$ cat config.mk
export PLATFORM = sky130hd
export DESIGN_NAME = xcvr_rst_seq
export DESIGN_NICKNAME = d
export VERILOG_FILES = /design/src/rtl/xrs_pkg.sv /design/src/rtl/xrs_pin_qual.sv /design/src/rtl/xrs_por_hold.sv /design/src/rtl/xrs_seq_fsm.sv /design/src/rtl/xcvr_rst_seq.sv
export SDC_FILE = /design/constraint.sdc
export NUM_CORES = 1
export LEC_CHECK = 0
export BUFFER_PORTS_ARGS = -buffer_cell sky130_fd_sc_hd__buf_2
export CAP_MARGIN = 20
export CORE_ASPECT_RATIO = 1.25
export CORE_UTILIZATION = 30
export CTS_CLUSTER_SIZE = 25
export DETAILED_ROUTE_END_ITERATION = 12
export HOLD_SLACK_MARGIN = 0.03
export SLEW_MARGIN = 20
export SYNTH_ARGS = -nofsm -noshare
export SYNTH_HDL_FRONTEND = slang
export SYNTH_SLANG_ARGS = --single-unit
$ cat constraint.sdc
create_clock -name clk_i -period 2.2 [get_ports clk_i]
set_input_delay 0 -clock clk_i [delete_from_list [all_inputs] [get_ports clk_i]]
set_output_delay 0 -clock clk_i [all_outputs]
set_load 0.03 [all_outputs]
$ cat src/rtl/xrs_pkg.sv
package xrs_pkg;

    typedef enum logic [1:0] {
        ST_HOLD = 2'd0,
        ST_INIT = 2'd1,
        ST_WAIT = 2'd2,
        ST_UP   = 2'd3
    } seq_state_e;

endpackage

$ cat src/rtl/xrs_pin_qual.sv
module xrs_pin_qual #(
    parameter int MIN_LOW     = 5,
    parameter int SYNC_STAGES = 2
) (
    input  logic clk_i,
    input  logic rst_n_i,
    input  logic pin_n_i,
    input  logic block_i,
    output logic qual_o
);
    localparam int CW = $clog2(MIN_LOW + 1);
    localparam logic [CW-1:0] CNT_MAX = CW'(MIN_LOW);

    typedef struct packed {
        logic [SYNC_STAGES-1:0] sync;
        logic [CW-1:0]          cnt;
    } pq_state_t;

    pq_state_t q, d;
    logic      pin_synced;

    assign pin_synced = q.sync[SYNC_STAGES-1];

    always_comb begin
        d      = q;
        d.sync = {q.sync[SYNC_STAGES-2:0], pin_n_i};
        if (block_i || pin_synced) begin
            d.cnt = '0;
        end else if (q.cnt != CNT_MAX) begin
            d.cnt = q.cnt + 1'b1;
        end
    end

    always_ff @(posedge clk_i or negedge rst_n_i) begin
        if (!rst_n_i) begin
            q.sync <= '1;
            q.cnt  <= '0;
        end else begin
            q <= d;
        end
    end

    assign qual_o = (q.cnt == CNT_MAX);

    // a qualified request always follows a low synchronized pin sample
    a_r1_qual_needs_low: assert property (@(posedge clk_i) disable iff (!rst_n_i)
        qual_o |-> ($past(!pin_synced) && !$past(block_i)));

    // a blocked cycle never leaves a qualified request behind
    a_r7_blocked_pin: assert property (@(posedge clk_i) disable iff (!rst_n_i)
        block_i |=> !qual_o);

endmodule

$ cat src/rtl/xrs_por_hold.sv
module xrs_por_hold #(
    parameter int HOLD_CYCLES = 500
) (
    input  logic clk_i,
    input  logic rst_n_i,
    output logic busy_o
);
    localparam int CW = $clog2(HOLD_CYCLES + 1);
    localparam logic [CW-1:0] LAST = CW'(HOLD_CYCLES - 1);

    typedef struct packed {
        logic [CW-1:0] cnt;
        logic          busy;
    } por_state_t;

    por_state_t q, d;

    always_comb begin
        d = q;
        if (q.busy) begin
            d.cnt = q.cnt + 1'b1;
            if (q.cnt == LAST) begin
                d.busy = 1'b0;
            end
        end
    end

    always_ff @(posedge clk_i or negedge rst_n_i) begin
        if (!rst_n_i) begin
            q.cnt  <= '0;
            q.busy <= 1'b1;
        end else begin
            q <= d;
        end
    end

    assign busy_o = q.busy;

    // once the power-on hold ends it stays ended until power drops
    a_r6_hold_ends_once: assert property (@(posedge clk_i) disable iff (!rst_n_i)
        !busy_o |=> !busy_o);

endmodule

$ cat src/rtl/xrs_seq_fsm.sv
module xrs_seq_fsm
    import xrs_pkg::*;
#(
    parameter int INIT_CYCLES = 16,
    parameter int CLK_TIMEOUT = 2_000_000
) (
    input  logic clk_i,
    input  logic rst_n_i,
    input  logic hold_req_i,
    input  logic sw_wr_i,
    input  logic clks_valid_i,
    output logic core_rst_o,
    output logic mgmt_ready_o,
    output logic mac_ready_o,
    output logic load_def_o,
    output logic sw_bit_o
);
    localparam int ICW = $clog2(INIT_CYCLES + 1);
    localparam int TCW = $clog2(CLK_TIMEOUT + 1);
    localparam logic [ICW-1:0] INIT_LAST = ICW'(INIT_CYCLES - 1);
    localparam logic [TCW-1:0] TMO_LAST  = TCW'(CLK_TIMEOUT - 1);

    typedef struct packed {
        seq_state_e     state;
        logic [ICW-1:0] icnt;
        logic [TCW-1:0] tcnt;
        logic           load;
        logic           swbit;
    } fsm_state_t;

    fsm_state_t q, d;
    logic       ready_now;

    assign ready_now = (q.state == ST_WAIT) || (q.state == ST_UP);

    always_comb begin
        d      = q;
        d.load = 1'b0;
        unique case (q.state)
            ST_HOLD: begin
                if (!hold_req_i) begin
                    d.state = ST_INIT;
                    d.icnt  = '0;
                end
            end
            ST_INIT: begin
                if (q.icnt == INIT_LAST) begin
                    d.state = ST_WAIT;
                    d.tcnt  = '0;
                    d.load  = 1'b1;
                    d.swbit = 1'b0;
                end else begin
                    d.icnt = q.icnt + 1'b1;
                end
            end
            ST_WAIT: begin
                if (clks_valid_i) begin
                    d.state = ST_UP;
                end else if (q.tcnt == TMO_LAST) begin
                    d.state = ST_INIT;
                    d.icnt  = '0;
                end else begin
                    d.tcnt = q.tcnt + 1'b1;
                end
            end
            ST_UP: begin
                if (!clks_valid_i) begin
                    d.state = ST_WAIT;
                    d.tcnt  = '0;
                end
            end
            default: d.state = ST_HOLD;
        endcase

        if (hold_req_i) begin
            d.state = ST_HOLD;
            d.load  = 1'b0;
        end else if (sw_wr_i && ready_now) begin
            d.state = ST_INIT;
            d.icnt  = '0;
            d.swbit = 1'b1;
            d.load  = 1'b0;
        end
    end

    always_ff @(posedge clk_i or negedge rst_n_i) begin
        if (!rst_n_i) begin
            q.state <= ST_HOLD;
            q.icnt  <= '0;
            q.tcnt  <= '0;
            q.load  <= 1'b0;
            q.swbit <= 1'b0;
        end else begin
            q <= d;
        end
    end

    assign core_rst_o   = (q.state == ST_HOLD) || (q.state == ST_INIT);
    assign mgmt_ready_o = ready_now;
    assign mac_ready_o  = (q.state == ST_UP);
    assign load_def_o   = q.load;
    assign sw_bit_o     = q.swbit;

    // a hardware or power-on request takes effect in the next clock
    a_r11_hold_restarts: assert property (@(posedge clk_i) disable iff (!rst_n_i)
        hold_req_i |=> (core_rst_o && !mgmt_ready_o && !mac_ready_o && !load_def_o));

    // an accepted software write restarts initialization and sets the bit
    a_r8_sw_restarts: assert property (@(posedge clk_i) disable iff (!rst_n_i)
        (sw_wr_i && mgmt_ready_o && !hold_req_i) |=> (core_rst_o && !mgmt_ready_o && sw_bit_o));

    // the bit only ever rises from an accepted write
    a_r9_bit_source: assert property (@(posedge clk_i) disable iff (!rst_n_i)
        $rose(sw_bit_o) |-> ($past(sw_wr_i) && $past(mgmt_ready_o)));

    // load-defaults is one clock long and follows core reset
    a_r10_load_single: assert property (@(posedge clk_i) disable iff (!rst_n_i)
        load_def_o |=> !load_def_o);
    a_r10_load_after_init: assert property (@(posedge clk_i) disable iff (!rst_n_i)
        load_def_o |-> (mgmt_ready_o && $past(core_rst_o)));

    // MAC side only comes up after clocks-valid was sampled
    a_r4_mac_needs_valid: assert property (@(posedge clk_i) disable iff (!rst_n_i)
        $rose(mac_ready_o) |-> $past(clks_valid_i));

    // core reset release coincides with the management port becoming ready
    a_r3_release_ready: assert property (@(posedge clk_i) disable iff (!rst_n_i)
        $fell(core_rst_o) |-> mgmt_ready_o);

endmodule

$ cat src/rtl/xcvr_rst_seq.sv
module xcvr_rst_seq #(
    parameter int MIN_LOW_CYCLES     = 5,
    parameter int SYNC_STAGES        = 2,
    parameter int INIT_CYCLES        = 16,
    parameter int POR_HOLD_CYCLES    = 500,
    parameter int CLK_TIMEOUT_CYCLES = 2_000_000
) (
    input  logic clk_i,
    input  logic pwr_good_i,
    input  logic pin_rst_n_i,
    input  logic sw_rst_wr_i,
    input  logic clks_valid_i,
    output logic core_rst_o,
    output logic sw_rst_bit_o,
    output logic mgmt_ready_o,
    output logic mac_ready_o,
    output logic load_defaults_o
);
    logic por_busy;
    logic pin_qual;
    logic hold_req;

    xrs_por_hold #(
        .HOLD_CYCLES (POR_HOLD_CYCLES)
    ) u_por (
        .clk_i   (clk_i),
        .rst_n_i (pwr_good_i),
        .busy_o  (por_busy)
    );

    xrs_pin_qual #(
        .MIN_LOW     (MIN_LOW_CYCLES),
        .SYNC_STAGES (SYNC_STAGES)
    ) u_pin (
        .clk_i   (clk_i),
        .rst_n_i (pwr_good_i),
        .pin_n_i (pin_rst_n_i),
        .block_i (por_busy),
        .qual_o  (pin_qual)
    );

    assign hold_req = pin_qual | por_busy;

    xrs_seq_fsm #(
        .INIT_CYCLES (INIT_CYCLES),
        .CLK_TIMEOUT (CLK_TIMEOUT_CYCLES)
    ) u_fsm (
        .clk_i        (clk_i),
        .rst_n_i      (pwr_good_i),
        .hold_req_i   (hold_req),
        .sw_wr_i      (sw_rst_wr_i),
        .clks_valid_i (clks_valid_i),
        .core_rst_o   (core_rst_o),
        .mgmt_ready_o (mgmt_ready_o),
        .mac_ready_o  (mac_ready_o),
        .load_def_o   (load_defaults_o),
        .sw_bit_o     (sw_rst_bit_o)
    );

    // the power-on hold keeps the pin qualifier silent
    a_r7_por_masks_pin: assert property (@(posedge clk_i) disable iff (!pwr_good_i)
        por_busy |=> !pin_qual);

endmodule

==> summary.txt <==
Run status
  • Run status: finished, final reports clean

Routing
  • Drt first-iter violations: 60
  • Average wire per cell in the routed design: 13.44 um
  • Vias: 1818
  • Final ANT Viol Nets: 0
  • Remaining DRCs: 0
  • Number of iterations in the first detailed-routing pass: 6
  • Post-detailed-route via-to-cell ratio: 5.136
  • Final WL: 4757 um

Floorplan
  • Floorplan core area: 0.007792 mm^2
  • Count of standard-cell rows: 36
  • Area of the die: roughly 0.0084 mm^2
  • Width of the chip: 82.08 um
  • Height of the chip: a little over 100 um
  • I/O pin total: 10
  • Starting Density: 30.86%

Synth
  • Share of the synthesized area in the top cell type: between 40% and 50%
  • Post-synth EDFFs: 0
  • Number of cells produced by synthesis: 241
  • Mean Syn Cell Area: 9.978 um^2
  • Synth Net Count: 251
  • Synth Cell Area: between 0.002 and 0.0025 mm^2
  • Post-synth ARST share: 100.0%
  • Cell type with the largest total area after synthesis: sky130_fd_sc_hd__dfrtp_1
  • Post-synth top flop: sky130_fd_sc_hd__dfrtp_1
  • Post-synthesis cell type count: 54
  • Seq/Total Area, Yosys: 46.98%
  • Top cells by area, synth: sky130_fd_sc_hd__dfrtp_1 (44%), sky130_fd_sc_hd__xor2_1 (5.1%), sky130_fd_sc_hd__nor2_1 (4.8%), sky130_fd_sc_hd__nand2_1 (3.7%), sky130_fd_sc_hd__dfstp_2 (3.3%)
  • Most instantiated cells after synthesis: sky130_fd_sc_hd__dfrtp_1 (42), sky130_fd_sc_hd__nor2_1 (31), sky130_fd_sc_hd__nand2_1 (24)
  • Seq cells post-synth: 45
  • Most numerous cell in the Yosys netlist: sky130_fd_sc_hd__dfrtp_1
  • Total of warnings raised by yosys: 0

Placed design
  • Count of input and output buffers: 9
  • Sum of net half-perimeters after detailed placement: between 3000 and 4000 um
  • RePlAce Congestion: between 0.8 and 0.9
  • Instance area after placement: 0.002566 mm^2

STA
  • Slew of the pin with the lowest slew margin: 0.6482 ns
  • Layout Skew: between 0.01 and 0.015 ns
  • Slew Limit Headroom: a little under three fifths
  • Final setup TNS: 0 ns
  • Unrepaired setup endpoints after global routing: false
  • Setup violators final: 0
  • Total count of hold-check failures in the final report: 0
  • Timing-limited maximum frequency: just over 0.5 GHz
  • Final period demand of the worst path: 1.979 ns
  • Max-slew violation total from the final report: 0
  • Fin crit share: 89.95%

Global route
  • Remaining Overflow, GRT: 0
  • GRT Util Overall: 12.86%
  • Largest net degree at the start of global routing: 29
  • Antenna violations before repair: 0
  • Wire length of the first global-routing pass: 8086 um
  • Number of global-route vias before repair: 1733

Job
  • Max-cap viol count: 0

Cells and area
  • Area occupied by multi-input gates: 0.001212 mm^2
  • Core Util, Final: 34.62%
  • Share of layout cells above drive strength 1: 16.99%
  • Area growth from synthesis to layout: 12.17%
  • Final non-filler cell area: 0.002698 mm^2
  • Fill cell count: slightly below 800
  • Number of inserted diodes: 0
  • Area used by sequential logic in the layout: between 0.001 and 0.0015 mm^2
  • Total Nets Final: 268

Critical path
  • Required time reported for the critical path endpoint: 2.38 ns
  • Kind of start point of the critical path: flip-flop
  • Type of destination of the critical path: flip-flop
  • Worst Path Class, Setup: reg2reg
  • Arrival @ worst endpoint: 2.16 ns
  • Maximum fanout encountered on the critical timing path: 9

CTS
  • CTS tree: built
  • Worst-skew pair later-pin latency: 0.30 ns
  • Inserted Clock Buffers: 5
  • Clock slew seen by the registers of the worst setup and hold paths: 0.09 ns
  • Maximum clock insertion buffer count: 2
  • PostCTS Resize Cnt: 0
  • H-tree depth: 2
  • Clock root cell: sky130_fd_sc_hd__clkbuf_8
  • Clk sink count: 45

Power and ir drop
  • Overall power: 2.043 mW
  • Pwr dens: 757.4 mW/mm^2
  • Maximum vdd ir drop: 0.0006335 V
  • Leakage power: 1.259 nW

Worst hold path
  • Class of the tightest hold or removal check: in2reg
-- worst max-delay path, cell delays in order, from the launching register on --
cell                      delay [ns]
sky130_fd_sc_hd__dfrtp_1        0.42
sky130_fd_sc_hd__nor4b_1        0.41
sky130_fd_sc_hd__nand3_1        0.34
sky130_fd_sc_hd__o21ai_4        0.35
sky130_fd_sc_hd__mux2_4         0.33
-- sequential cells by signal (all words and copies together) (netlist names) --
signal	count
u_fsm.load_def_o	1
u_pin.d	1
u_pin.pin_synced	1
u_fsm.q	28
u_fsm.sw_bit_o	1
u_por.q	9
u_por.busy_o	1
u_pin.q	3
-- final timing paths --
kind	cells after the start	startpoint	slack (ns)	to
min in group asynchronous	2	pwr_good_i	0.26	u_fsm.q[14]
worst max-delay path	4	u_fsm.q[16]	0.22	u_fsm.q[2]
worst max register to register	4	u_fsm.q[16]	0.22	u_fsm.q[2]
worst min register to register	0	u_pin.d[4]	0.36	u_pin.pin_synced
worst min-delay path	3	clks_valid_i	0.11	u_fsm.q[29]
max in group asynchronous	3	pwr_good_i	1.27	u_por.busy_o
-- kinds of logic after synthesis --
group / synth area share [%]
and+or+nand+nor: 25.86
muxes: 1.509
xor gates and xnor gates: 7.648
adders and majority gates: 2.601
buffers and inverters: 2.601
DFF: 46.98
AOI/OAI and AO/OA: 12.80
-- placed cells by master, fill, tap and decap left out, types with 2 or more instances in the layout --
cell type and instances:
sky130_fd_sc_hd__dfrtp_1 42, sky130_fd_sc_hd__nor2_1 31, sky130_fd_sc_hd__nand2_1 24, sky130_fd_sc_hd__xor2_1 14
sky130_fd_sc_hd__nand3_1 13, sky130_fd_sc_hd__a21oi_1 10, sky130_fd_sc_hd__nand4_1 10, sky130_fd_sc_hd__o21ai_0 9
sky130_fd_sc_hd__buf_2 9, sky130_fd_sc_hd__o211ai_1 7, sky130_fd_sc_hd__xnor2_1 7, sky130_fd_sc_hd__clkbuf_8 7
sky130_fd_sc_hd__inv_1 6, sky130_fd_sc_hd__ha_1 5, sky130_fd_sc_hd__buf_4 5, sky130_fd_sc_hd__and3_1 4
sky130_fd_sc_hd__nor3_1 3, sky130_fd_sc_hd__and3_2 3, sky130_fd_sc_hd__or4_1 3, sky130_fd_sc_hd__dlygate4sd3_1 3
sky130_fd_sc_hd__dfstp_2 3, sky130_fd_sc_hd__a21o_1 2, sky130_fd_sc_hd__nand2b_1 2, sky130_fd_sc_hd__a31oi_1 2
sky130_fd_sc_hd__a221oi_1 2, sky130_fd_sc_hd__o21ai_4 2, sky130_fd_sc_hd__nand3b_1 2
-- per-stage QoR --
stage	setup slack (ns)	hold WS (ns)	std cells
global placement	0.3305	0.05237	343
finish	0.2212	0.1090	354
CTS	0.2043	0.09633	354
detailed placement	0.2411	0.06052	343
floorplan	0.4405	-0.2956	241
global route	0.1116	0.09405	354
-- metal layers --
metal  vias to the layer above  track usage, %  share of wire, %  wire length (um)
li1                        898               -                 -                 -
met1                       887           16.64                47              2250
met2                        27           20.85                49              2310
met3                         6           2.857               2.8               132
met5                         -               0                 0                 0
met4                         0           4.723               1.3                64
-- area by class of cell --
class	instances	area share [%]
clock buffers	7	3.571
clock inverters	1	0.1855
inverters	6	0.8349
multi-input cells	183	44.94
flip-flops and latches	45	41.88
well taps	95	4.406
repair buffers	17	4.174
-- power by group --
group	switching, mW	internal (mW)	leakage [nW]	total (mW)
sequential	0.0894	0.882	0.601	0.971
combinational	0.332	0.184	0.604	0.515
clock	0.273	0.284	0.0542	0.557
-- timing repair --
action,in CTS,in global routing
endpoints found under the hold margin,27,0
buffers inserted,0,0
hold buffers,3,0
Power figures use the tool's default switching activity.
